<file path="src/rtl/wdog_escalate.sv">
module wdog_escalate #(
  parameter int PRE_LOG2 = 8,
  parameter int LEN_W    = 16,
  parameter int FRAC_W   = 8
) (
  input  logic                    clk,
  input  logic                    rst_n,
  input  logic                    cfg_we,
  input  logic [LEN_W-1:0]        cfg_len,
  input  logic [1:0]              cfg_mode,
  input  logic                    poke,
  output logic [LEN_W+FRAC_W-1:0] count,
  output logic                    irq,
  output logic                    nmi,
  output logic                    soft_rst_req
);
  localparam int CNT_W = LEN_W + FRAC_W;

  logic [LEN_W-1:0]    len_q;
  logic [1:0]          mode_q;
  logic [1:0]          stage_q;
  logic [PRE_LOG2-1:0] pre_q;
  logic [CNT_W-1:0]    cnt_q;

  logic [CNT_W-1:0] reload;
  logic active, tick, expire;

  assign reload = {len_q, {FRAC_W{1'b0}}};
  assign active = (mode_q != 2'd0) && (len_q != '0);
  assign tick   = active && (&pre_q);
  assign expire = tick && (cnt_q == CNT_W'(1));

  always_ff @(posedge clk) begin
    if (!rst_n) begin
      len_q   <= '0;
      mode_q  <= '0;
      stage_q <= '0;
      pre_q   <= '0;
      cnt_q   <= '0;
    end else if (cfg_we) begin
      len_q   <= cfg_len;
      mode_q  <= cfg_mode;
      cnt_q   <= {cfg_len, {FRAC_W{1'b0}}};
      pre_q   <= '0;
      stage_q <= '0;
    end else if (poke) begin
      cnt_q   <= reload;
      pre_q   <= '0;
      stage_q <= '0;
    end else if (active) begin
      pre_q <= pre_q + 1'b1;
      if (tick) cnt_q <= expire ? reload : cnt_q - 1'b1;
      if (expire && stage_q < mode_q) stage_q <= stage_q + 2'd1;
    end
  end

  assign count        = cnt_q;
  assign irq          = stage_q >= 2'd1;
  assign nmi          = stage_q >= 2'd2;
  assign soft_rst_req = stage_q == 2'd3;
endmodule


</file>
<file path="config.mk">
export PLATFORM = sky130hd
export DESIGN_NAME = wdog_escalate
export DESIGN_NICKNAME = d
export VERILOG_FILES = /design/src/rtl/wdog_escalate.sv
export SDC_FILE = /design/constraint.sdc
export NUM_CORES = 1
export LEC_CHECK = 0
export BUFFER_PORTS_ARGS = -buffer_cell sky130_fd_sc_hd__buf_2
export CORE_AREA = 3 3 90 92
export CTS_CLUSTER_DIAMETER = 200
export DETAILED_ROUTE_END_ITERATION = 10
export DIE_AREA = 0 0 93 95
export SYNTH_ARGS = -nofsm -noshare
export SYNTH_HDL_FRONTEND = slang
export SYNTH_SLANG_ARGS = --single-unit
</file>
<file path="constraint.sdc">
create_clock -name clk -period 2.6 [get_ports clk]
set_input_delay 0.39 -clock clk [delete_from_list [all_inputs] [get_ports clk]]
set_output_delay 0.39 -clock clk [all_outputs]
set_load 0.01 [all_outputs]
</file>
[Word level (Yosys, flattened, before mapping)]
Cells that the tools add are included.
Storage, ports and cells
  flip-flop bits (word level): 52
  bits of input ports: 22
  output and inout bits: 27
  word-level logic and storage cells: 33
Operators by class
  add/sub/neg operators: 3
  $lt $le $gt $ge: 3
  equality and inequality tests: 2
  muxes and demuxes: 5
  bitwise operators: 1
  reductions and logical operators: 13
Operator list (number)
  two-way mux 24 bit: 5
  == test 24 x 1 -> 1 bit (second input constant): 1
  subtractor 24 x 1 -> 24 bit (second input constant): 1
  nonzero test 16 bit: 1
  adder 8 x 1 -> 8 bit (second input constant): 1
  AND reduction 8 bit: 1
  AND reduction 2 bit: 3
  nonzero test 3 bit: 2
  logical AND 1 bit: 4
  OR reduction 3 bit: 1
  adder 2 x 1 -> 2 bit (second input constant): 1
  == test 2 bit (second input constant): 1
  greater-or-equal comparator 2 x 1 -> 1 bit (second input constant): 1
  greater-or-equal comparator 2 bit (second input constant): 1
  < comparator 2 bit: 1
  nonzero test 2 bit: 1
  inverter 1 bit: 1

[Depth between registers and ports, before layout]
Gate-level depths: netlist of run 1.
  depth in word-level cells: 9
  gate-level depth with buffers: 9
  mapped depth without buffers: 8

[Worst setup path after synthesis of run 1]
OpenSTA, ideal clock, no wires.
  path kind: register to register
  start: register cnt_q[12] (netlist: count[12])
  end: register stage_q[1]
  setup time: 0.128 ns
  arrival: 2.096 ns
  required time: 2.472 ns
  setup slack: 0.377 ns
  cell stages (with the launch flop): 8
  cell sequence: dfxtp_1 or4_4 or2_1 buf_6 nand4b_4 or4_4 mux2i_1 nor2_1
On the way
  longest elaborated chain between the ends: 4
Ends and longest elaborated chain
  start, declared: line 23  | logic [CNT_W-1:0] cnt_q;
  start signal, assigned: line 43  | cnt_q <= {cfg_len, {FRAC_W{1'b0}}};
  start signal, assigned: line 47  | cnt_q <= reload;
  start signal, assigned: line 52  | if (tick) cnt_q <= expire ? reload : cnt_q - 1'b1;
  == test 24 x 1 -> 1 bit: line 31  | assign expire = tick && (cnt_q == CNT_W'(1));
  logical AND 1 bit: line 31
  logical AND 1 bit: line 53  | if (expire && stage_q < mode_q) stage_q <= stage_q + 2'd1;
  AND reduction 2 bit (no line)
  end signal, assigned: line 53
  end, declared: line 21  | logic [1:0] stage_q;
Every way passes these cells.
A chain may end at the register's enable or synchronous reset.

[Final worst setup path of run 1]
Ends and elaborated chain as after synthesis.

==> results by group, run 1 <==
Worst setup path
  • Delay of the slowest critical-path stage: 0.57 ns
  • R2r startpoint: count[12]
  • Register-to-register setup slack: 0.20 ns
  • Slowest stage cell, crit path: sky130_fd_sc_hd__or4_4
  • Worst R2R Path Depth: 6
  • Most frequent cell on the critical path: sky130_fd_sc_hd__or4_4
  • Maximum fanout count along the critical path: 19
  • Capture instance of the worst register-to-register path: stage_q[1]
  • Startpoint kind of the worst setup timing path: flip-flop
  • Buffers & Inverters on Critical Path: 0
  • CP Capture Type: flip-flop
  • Required time worst endpoint: 2.82 ns
  • Category of the critical setup timing path: reg -> reg
  • Family of cells with the greatest summed delay on the critical path: simple AND/OR/NAND/NOR gates
  • Endpoint arrival time on the critical path: 2.62 ns
  • Cells along the critical path: or4_4 -> or2_1 -> nand4b_4 -> or4_4 -> mux2i_1 -> nor2_1

Finish
  • Total Nets Final: 425
  • Post-route standard cell area excluding fillers: 3370 sq um
  • Diodes inserted: 0
  • Layout Area Growth over Synthesis: 15.9%
  • Fraction of layout instances using a drive strength above 1: 20.9%

Power and ir drop
  • Sequential group share of total power: 52.7%
  • Power Internal: 1150 uW
  • PD cells: 491 nW/um^2
  • Relative contribution of the clock network to total power: 29.4%
  • Max rail drop VDD: 0.233 mV
  • Switching share of power: 30.4%
  • Part of the total power dissipated in combinational logic: 17.8%
  • Total net switching power: 503 uW
  • Leakage power figure: 0.00144 uW

Drt
  • Iteration-0 DRC Markers: 230
  • Number of remaining DRC errors: 0
  • Via density per instance: 5.49
  • First-pass DRT Iterations: 6
  • Total via count after detailed routing: 2724
  • Mean routed wirelength per cell: 15.7 um
  • Final antenna-violating net count: 0
  • Detailed-route wire length: 7.80 mm

CTS
  • Setup fix buffers added after clock tree synthesis: 0
  • Maximum buffer depth of the clock tree: 2
  • Clock transition time at the flip-flop clock pins of the worst setup and hold paths: 0.10 ns
  • Number of H-tree levels: 2
  • Worst-Skew Late Latency: 0.32 ns
  • Total of hold buffers inserted after clock tree synthesis: 0
  • Num Clock Sinks: 52
  • Inserted Clock Buffers: 5
  • # resized after CTS: 0
  • Clock tree from TritonCTS: yes
  • CTS Root Buffer Type: sky130_fd_sc_hd__clkbuf_8

Synthesis
  • Post-Syn Area per Cell: 8.39 sq um
  • Post-synthesis cell type count: 51
  • Dominant register cell in the synthesized netlist: sky130_fd_sc_hd__dfxtp_1
  • Sequential area share after synthesis: 35.8%
  • Cell area after synthesis: 2900 sq um
  • Share of Yosys cell area claimed by the top area cell type: 35.8%
  • Number of synthesized register bits: 52
  • Most frequent cells after synthesis: 52 x sky130_fd_sc_hd__dfxtp_1, 48 x sky130_fd_sc_hd__nor2_1, 24 x sky130_fd_sc_hd__nand2_1
  • Post-synthesis cell type with the largest combined area: sky130_fd_sc_hd__dfxtp_1
  • Net count after synthesis: 375
  • Most frequent cell after synthesis: sky130_fd_sc_hd__dfxtp_1
  • Number of warning messages in the yosys log: 0
  • Number of synthesized flops with an enable pin: 0
  • Mapped Cells: 346
  • Async SR Flop Fraction: 0%
  • Largest cells by area after synthesis: sky130_fd_sc_hd__dfxtp_1 36%, sky130_fd_sc_hd__mux2i_1 6.2%, sky130_fd_sc_hd__nor2_1 6.2%, sky130_fd_sc_hd__xor2_1 4.8%, sky130_fd_sc_hd__o21ai_0 3.3%

Global routing
  • GRT Resource Usage Total: 18.2%
  • Antenna violations before repair: 0
  • Overflow left after global routing: 0
  • Wire length of the first global-routing pass: 12.8 mm
  • Pin count of the biggest net entering global routing: 27
  • Number of global-route vias before repair: 2536

Placed design
  • Global placer's final weighted congestion: 0.821
  • Placed instance area: 3280 sq um
  • Detailed-placement wirelength estimate: 5.82 mm
  • Number of buffers added on ports: 48

Min path
  • Worst Hold End: mode_q[0]
  • Type of the tightest min-delay check: in -> reg
  • Number of cells traversed by the worst hold path: 3
  • Hold Crit Start: cfg_mode[0]

Die
  • Floorplan row count: 31
  • Core box area: 7290 sq um
  • Top Ports: 49
  • Die Y-Extent: 95 um
  • Overall die area: 8840 sq um
  • Die width: 93 um
  • Initial core utilization: 39.8%

Timing
  • Maximum clock rate: 417 MHz
  • Final critical-path required period: 2.40 ns
  • Remaining max-slew budget at the tightest pin: 47.1%
  • Setup-violating endpoint count in the final report: 0
  • Final hold violation count: 0
  • Unrepaired setup endpoints after global routing: false
  • Least-Margin Pin Slew: 0.792 ns
  • Final cycle utilization of the critical path: 92.2%
  • Final Max Tran Viols: 0
  • Post-Route Skew: 0.00922 ns
  • Setup TNS Final: 0 ns

Flow run
  • Max-Cap Viols: 0

Run status
  • Result of the run: finished clean
## area by class of cell
cell class	instances	area, sq um
sequential	52	1040
inverter	10	37.5
multi-input combinational	265	1730
tap	99	124
clock buffer	5	68.8
timing repair buffer	62	345
clock inverter	3	21.3
fill	768	3930
## worst register-to-register path: stages, from the launching register on
cell and delay (ns):
sky130_fd_sc_hd__dfxtp_1 0.39, sky130_fd_sc_hd__or4_4 0.57, sky130_fd_sc_hd__or2_1 0.24, sky130_fd_sc_hd__nand4b_4 0.35, sky130_fd_sc_hd__or4_4 0.53, sky130_fd_sc_hd__mux2i_1 0.16
sky130_fd_sc_hd__nor2_1 0.05
## cell families (layout without fill, tap and decap cells)
kind of cell    count (synthesis)  after routing  share of synthesized area, %
flops                          52             52                          35.8
xor+xnor                       24             24                          7.24
buf+inv                        29             80                          4.61
fa+ha+maj                       7              7                          3.02
simple gates                  140            140                          25.5
mux                            18             18                          6.20
compound gates                 76             76                          17.5
## stage by stage
step	setup slack, ns	total power, uW	utilization (%)	hold slack (ns)	cells
after floorplan	0.377	1090	-	0.458	346
after global placement	0.259	1180	44.9	0.468	488
after detailed placement	0.229	1180	44.9	0.481	488
after CTS	0.209	1660	46.2	0.301	496
after global routing	0.113	1730	46.2	0.309	496
final	0.202	1650	46.2	0.303	496
## layout by cell type (no fill, tap or decap), types with 10 or more instances in the layout
cell type,n
sky130_fd_sc_hd__xor2_1,16
sky130_fd_sc_hd__buf_4,14
sky130_fd_sc_hd__nand3_1,12
sky130_fd_sc_hd__dfxtp_1,52
sky130_fd_sc_hd__a21oi_1,16
sky130_fd_sc_hd__nor2_1,48
sky130_fd_sc_hd__mux2i_1,18
sky130_fd_sc_hd__nand2_1,24
sky130_fd_sc_hd__o21ai_0,19
sky130_fd_sc_hd__buf_2,48
sky130_fd_sc_hd__inv_1,10
## state kept, by name, indices dropped and copies added (netlist names)
signal	count
count	24
stage_q	2
pre_q	8
len_q	16
mode_q	2
## worst max-delay path by stage
stage / end / depth (start not counted) / startpoint
finish: stage_q[1] / 6 / count[12]
global route: stage_q[1] / 6 / count[12]
CTS: stage_q[1] / 6 / count[12]
detailed placement: stage_q[1] / 6 / count[12]
global placement: stage_q[1] / 6 / count[12]
floorplan: stage_q[1] / 7 / count[12]
## metal layers
metal  part of all wire (%)  up-vias  track usage (%)
met3                    4.2        7             2.79
met1                     48     1296             25.2
met4                    1.0        0             4.64
met5                      0        -                0
met2                     47       63             29.7
li1                       -     1358                -
## power by group through the flow
stage | logic (uW) | clock network (uW) | registers [uW]
global placement | 292 | 0 | 889
detailed placement | 293 | 0 | 890
floorplan | 204 | 0 | 886
finish | 295 | 487 | 872
CTS | 295 | 494 | 872
global route | 328 | 526 | 878
No activity file was read; power rests on OpenSTA's default activity.
==> run 2: changes to the inputs <==
--- a/config.mk
+++ b/config.mk
@@ -5,11 +5,11 @@
 export SDC_FILE = /design/constraint.sdc
 export NUM_CORES = 1
 export LEC_CHECK = 0
-export BUFFER_PORTS_ARGS = -buffer_cell sky130_fd_sc_hd__buf_2
 export CORE_AREA = 3 3 90 92
 export CTS_CLUSTER_DIAMETER = 200
 export DETAILED_ROUTE_END_ITERATION = 10
 export DIE_AREA = 0 0 93 95
+export DONT_BUFFER_PORTS = 1
 export SYNTH_ARGS = -nofsm -noshare
 export SYNTH_HDL_FRONTEND = slang
 export SYNTH_SLANG_ARGS = --single-unit
==> run 2 against run 1 <==
Total power is 3.5% lower. Final cell count shrank 9.7%. Register-to-register slack gained 0.07 ns. Sequential cell count did not move. Critical endpoint unchanged.
==> results by group, run 2 (synthesis results as in run 1) <==
Die
  • Core box area: 7290 sq um
  • Floorplan row count: 31
  • Initial core utilization: 39.8%
  • Die width: 93 um
  • Die Y-Extent: 95 um
  • Top Ports: 49
  • Overall die area: 8840 sq um

Finish
  • Post-route standard cell area excluding fillers: 3130 sq um
  • Layout Area Growth over Synthesis: 7.76%
  • Total Nets Final: 378
  • Highest-count cells in the layout ignoring fill and taps: 52 x sky130_fd_sc_hd__dfxtp_1, 48 x sky130_fd_sc_hd__nor2_1, 24 x sky130_fd_sc_hd__nand2_1, 19 x sky130_fd_sc_hd__o21ai_0, 18 x sky130_fd_sc_hd__mux2i_1
  • Flip-flop count of the largest register, all copies and words added: 24
  • Most common cell after layout, fill and taps aside: sky130_fd_sc_hd__dfxtp_1
  • Final core utilization: 42.9%
  • Fraction of layout instances using a drive strength above 1: 10.0%
  • Diodes inserted: 0

Timing
  • Final hold violation count: 0
  • Setup-violating endpoint count in the final report: 0
  • Least-Margin Pin Slew: 0.752 ns
  • Unrepaired setup endpoints after global routing: false
  • Remaining max-slew budget at the tightest pin: 49.8%
  • Maximum clock rate: 430 MHz
  • Post-Route Skew: 0.00543 ns
  • Crit path setup slack, layout: 0.272 ns
  • Final cycle utilization of the critical path: 89.5%
  • Setup TNS Final: 0 ns
  • Final critical-path required period: 2.33 ns
  • Final Max Tran Viols: 0

Min path
  • Worst Hold End: count[20]
  • Hold Crit Start: rst_n
  • Type of the tightest min-delay check: in -> reg
  • Number of cells traversed by the worst hold path: 2

CTS
  • Inserted Clock Buffers: 5
  • Clock transition time at the flip-flop clock pins of the worst setup and hold paths: 0.10 ns
  • CTS Root Buffer Type: sky130_fd_sc_hd__clkbuf_8
  • Setup fix buffers added after clock tree synthesis: 0
  • Worst-Skew Late Latency: 0.31 ns
  • # resized after CTS: 0
  • Total of hold buffers inserted after clock tree synthesis: 0
  • Maximum buffer depth of the clock tree: 2
  • Clock tree from TritonCTS: yes
  • Num Clock Sinks: 52
  • Number of H-tree levels: 2

Worst setup path
  • R2r startpoint: count[14]
  • Register-to-register setup slack: 0.27 ns
  • Worst R2R Path Depth: 6
  • Maximum fanout count along the critical path: 6
  • Required time worst endpoint: 2.79 ns
  • Endpoint arrival time on the critical path: 2.52 ns
  • Capture instance of the worst register-to-register path: stage_q[1]
  • CP Capture Type: flip-flop
  • Category of the critical setup timing path: reg -> reg
  • Startpoint kind of the worst setup timing path: flip-flop

Global routing
  • Wire length of the first global-routing pass: 12.2 mm
  • Number of global-route vias before repair: 2332
  • Antenna violations before repair: 0
  • GRT Resource Usage Total: 17.4%
  • Overflow left after global routing: 0
  • Pin count of the biggest net entering global routing: 44

Placed design
  • Global placer's final weighted congestion: 0.839
  • Number of buffers added on ports: 0
  • Setup Slack @ Placement: 0.282 ns
  • Detailed-placement wirelength estimate: 5.63 mm
  • Placed instance area: 3040 sq um

Power and ir drop
  • Max rail drop VDD: 0.272 mV
  • Sum of internal, switching and leakage power: 1600 uW
  • PD cells: 510 nW/um^2
  • Leakage power figure: 0.00122 uW

Drt
  • Final antenna-violating net count: 0
  • Mean routed wirelength per cell: 16.9 um
  • Total via count after detailed routing: 2584
  • Number of remaining DRC errors: 0
  • Via density per instance: 5.77
  • Detailed-route wire length: 7.56 mm
  • Iteration-0 DRC Markers: 263
  • First-pass DRT Iterations: 7

Run status
  • Result of the run: finished clean

Flow run
  • Max-Cap Viols: 0
## run 2: how the worst max path moves through the flow
stage | startpoint | end | slack (ns) | depth (start not counted)
after CTS | count[14] | stage_q[1] | 0.26 | 6
after global routing | pre_q[0] | count[13] | 0.12 | 8
after floorplan | count[12] | stage_q[1] | 0.38 | 7
after detailed placement | count[14] | stage_q[1] | 0.28 | 6
after global placement | count[14] | stage_q[0] | 0.30 | 6
final | count[14] | stage_q[1] | 0.27 | 6
## run 2: cell type report
cell class | count | area [sq um]
well taps | 99 | 124
flip-flops and latches | 52 | 1040
fillers | 772 | 4160
inverters | 10 | 37.5
multi-input cells | 265 | 1730
clock buffers | 5 | 68.8
clock inverters | 2 | 16.3
repair buffers | 15 | 113
## run 2: worst max-delay path: stages, from the launching register on
cell and delay [ns]:
sky130_fd_sc_hd__dfxtp_1 0.40, sky130_fd_sc_hd__or4_4 0.54, sky130_fd_sc_hd__or2_1 0.32, sky130_fd_sc_hd__nand4b_4 0.25, sky130_fd_sc_hd__or4_4 0.47, sky130_fd_sc_hd__mux2i_1 0.17
sky130_fd_sc_hd__nor2_1 0.05
## run 2: layer usage
layer  share of wire [%]  global-route usage [%]  up-vias
met4                 1.9                    6.47        0
met5                   0                       0        -
met2                  47                    27.4       98
met1                  45                    23.2     1210
li1                    -                       -     1267
met3                 6.9                    3.82        9
## run 2: power breakdown
part           internal [uW]  switching, uW
combinational            113            136
clock                    188            284
sequential               829           44.3
## run 2: per-stage QoR
step                std cells  hold slack (ns)
finish                    448            0.213
global route              448            0.220
global placement          441            0.473
CTS                       448            0.204
floorplan                 346            0.458
detailed placement        441            0.486
==> run 3: changes to the inputs <==
--- a/config.mk
+++ b/config.mk
@@ -10,6 +10,7 @@
 export DETAILED_ROUTE_END_ITERATION = 10
 export DIE_AREA = 0 0 93 95
 export DONT_BUFFER_PORTS = 1
+export SETUP_SLACK_MARGIN = 0.4
 export SYNTH_ARGS = -nofsm -noshare
 export SYNTH_HDL_FRONTEND = slang
 export SYNTH_SLANG_ARGS = --single-unit
==> run 3 against run 2 <==
Count of clock-buffer cells in the layout increased by 1. Die area is the same. Final cell count grew 2.5%. Via count up 5.4%. Non-clock buffer count rose by 9. Fmax rose by 4.2%. Critical path depth is the same. Worst hold slack gained 0.0031 ns. Clock power down 1%. Setup slack better by 0.093 ns. Largest cell class unchanged.
==> results by group, run 3 (synthesis results as in run 1) <==
CTS
  • Clock tree from TritonCTS: yes
  • Total of hold buffers inserted after clock tree synthesis: 0
  • Maximum buffer depth of the clock tree: 2
  • Inserted Clock Buffers: 5
  • Num Clock Sinks: 52
  • Clock transition time at the flip-flop clock pins of the worst setup and hold paths: 0.09 ns
  • Number of H-tree levels: 2
  • CTS Root Buffer Type: sky130_fd_sc_hd__clkbuf_8
  • Worst-Skew Late Latency: 0.31 ns

Drt
  • Mean routed wirelength per cell: 17.7 um
  • Detailed-route wire length: 8.13 mm
  • Number of remaining DRC errors: 0
  • Via density per instance: 5.93
  • First-pass DRT Iterations: 6
  • Final antenna-violating net count: 0
  • Iteration-0 DRC Markers: 203
  • Total via count after detailed routing: 2724

Timing
  • Post-Route Skew: 0.00705 ns
  • Remaining max-slew budget at the tightest pin: 46.6%
  • Final Max Tran Viols: 0
  • Final critical-path required period: 2.23 ns
  • Final hold violation count: 0
  • Maximum clock rate: 448 MHz
  • Least-Margin Pin Slew: 0.801 ns
  • Final cycle utilization of the critical path: 85.9%
  • Unrepaired setup endpoints after global routing: true
  • Setup TNS Final: 0 ns
  • Setup-violating endpoint count in the final report: 0
  • Crit path setup slack, layout: 0.366 ns

Worst setup path
  • Startpoint kind of the worst setup timing path: flip-flop
  • Required time worst endpoint: 2.81 ns
  • CP Capture Type: flip-flop
  • Endpoint arrival time on the critical path: 2.44 ns
  • Maximum fanout count along the critical path: 7
  • Category of the critical setup timing path: reg -> reg
  • Register-to-register setup slack: 0.37 ns

Finish
  • Post-route standard cell area excluding fillers: 3360 sq um
  • Fraction of layout instances using a drive strength above 1: 19.2%
  • Non-filler instance count after layout: 459
  • Diodes inserted: 0
  • Highest-count cells in the layout ignoring fill and taps: 48 x sky130_fd_sc_hd__dfxtp_1, 46 x sky130_fd_sc_hd__nor2_1, 24 x sky130_fd_sc_hd__nand2_1, 23 x sky130_fd_sc_hd__buf_4, 19 x sky130_fd_sc_hd__o21ai_0
  • Layout Area Growth over Synthesis: 15.6%
  • Most common cell after layout, fill and taps aside: sky130_fd_sc_hd__dfxtp_1
  • Total Nets Final: 388
  • Flip-flop count of the largest register, all copies and words added: 24

Placed design
  • Global placer's final weighted congestion: 0.894
  • Dpl cells: 443
  • Detailed-placement wirelength estimate: 5.78 mm
  • Number of buffers added on ports: 0
  • Setup Slack @ Placement: 0.270 ns
  • Placed instance area: 3060 sq um

Global routing
  • Number of global-route vias before repair: 2604
  • Wire length of the first global-routing pass: 13.2 mm
  • Overflow left after global routing: 0
  • Pin count of the biggest net entering global routing: 44
  • Antenna violations before repair: 0
  • GRT Resource Usage Total: 18.9%

Min path
  • Type of the tightest min-delay check: in -> reg

Die
  • Core box area: 7290 sq um
  • Die Y-Extent: 95 um
  • Overall die area: 8840 sq um
  • Die width: 93 um
  • Initial core utilization: 39.8%
  • Floorplan row count: 31
  • Top Ports: 49

Run status
  • Result of the run: finished clean

Flow run
  • Max-Cap Viols: 0

Power and ir drop
  • Max rail drop VDD: 0.212 mV
  • Sum of internal, switching and leakage power: 1630 uW
  • PD cells: 487 nW/um^2
  • Leakage power figure: 0.00131 uW
[run 3: changes by cell type in the layout (fill, tap and decap cells not counted), moves of 2 or more]
cell / delta
sky130_fd_sc_hd__nor3_1: -2
sky130_fd_sc_hd__or4_4: +2
sky130_fd_sc_hd__nand3_1: -2
sky130_fd_sc_hd__nor2_1: -2
sky130_fd_sc_hd__nand3_2: +2
sky130_fd_sc_hd__nor4_2: +5
sky130_fd_sc_hd__or4_1: -2
sky130_fd_sc_hd__dfxtp_1: -4
sky130_fd_sc_hd__dfxtp_2: +3
sky130_fd_sc_hd__nor4_1: -6
sky130_fd_sc_hd__buf_4: +8
[run 3: path summary, 6_finish.rpt]
kind | startpoint | to | cells past startpoint
setup / recovery | count[12] | stage_q[0] | 6
hold / removal | rst_n | count[18] | 2
setup reg to reg | count[12] | stage_q[0] | 6
hold reg to reg | pre_q[7] | pre_q[7] | 2
[run 3: cell type report]
cell class | count | area [sq um]
clock buffers | 6 | 72.6
clock inverters | 2 | 16.3
fillers | 766 | 3940
inverters | 10 | 37.5
multi-input cells | 266 | 1870
flip-flops and latches | 52 | 1050
well taps | 99 | 124
repair buffers | 24 | 184
[run 3: metal layers]
metal  GRT usage, %  wire [um]  part of all wire (%)
met1           23.4       3520                    43
met5              0          0                     0
met3           6.14        589                   7.2
met4           6.84        192                   2.4
met2           30.7       3830                    47
[run 3: repair_timing]
| item | in CTS | in global routing |
|---|---|---|
| buffers inserted | 5 | 2 |
| pin swaps | 0 | 5 |
| gates cloned | 1 | 0 |
| setup endpoints to repair | 23 | 24 |
| resized for setup | 9 | 21 |
[run 3: metrics by stage]
step / utilization [%] / hold WS (ns)
after floorplan: - / 0.458
after global placement: 42.0 / 0.471
after detailed placement: 42.0 / 0.483
after CTS: 44.5 / 0.208
after global routing: 46.0 / 0.190
final: 46.0 / 0.216
[run 3: power by group]
| part | switching [uW] | internal, uW |
|---|---|---|
| clock | 275 | 192 |
| sequential | 52.4 | 829 |
| combinational | 151 | 135 |
[run 3: critical path, stage by stage, from the launching register on]
cell and delay [ns]:
sky130_fd_sc_hd__dfxtp_4 0.39, sky130_fd_sc_hd__or4_4 0.54, sky130_fd_sc_hd__or2_4 0.26, sky130_fd_sc_hd__nand4b_4 0.25, sky130_fd_sc_hd__or4_4 0.48, sky130_fd_sc_hd__xnor2_1 0.16, sky130_fd_sc_hd__nor2_1 0.05
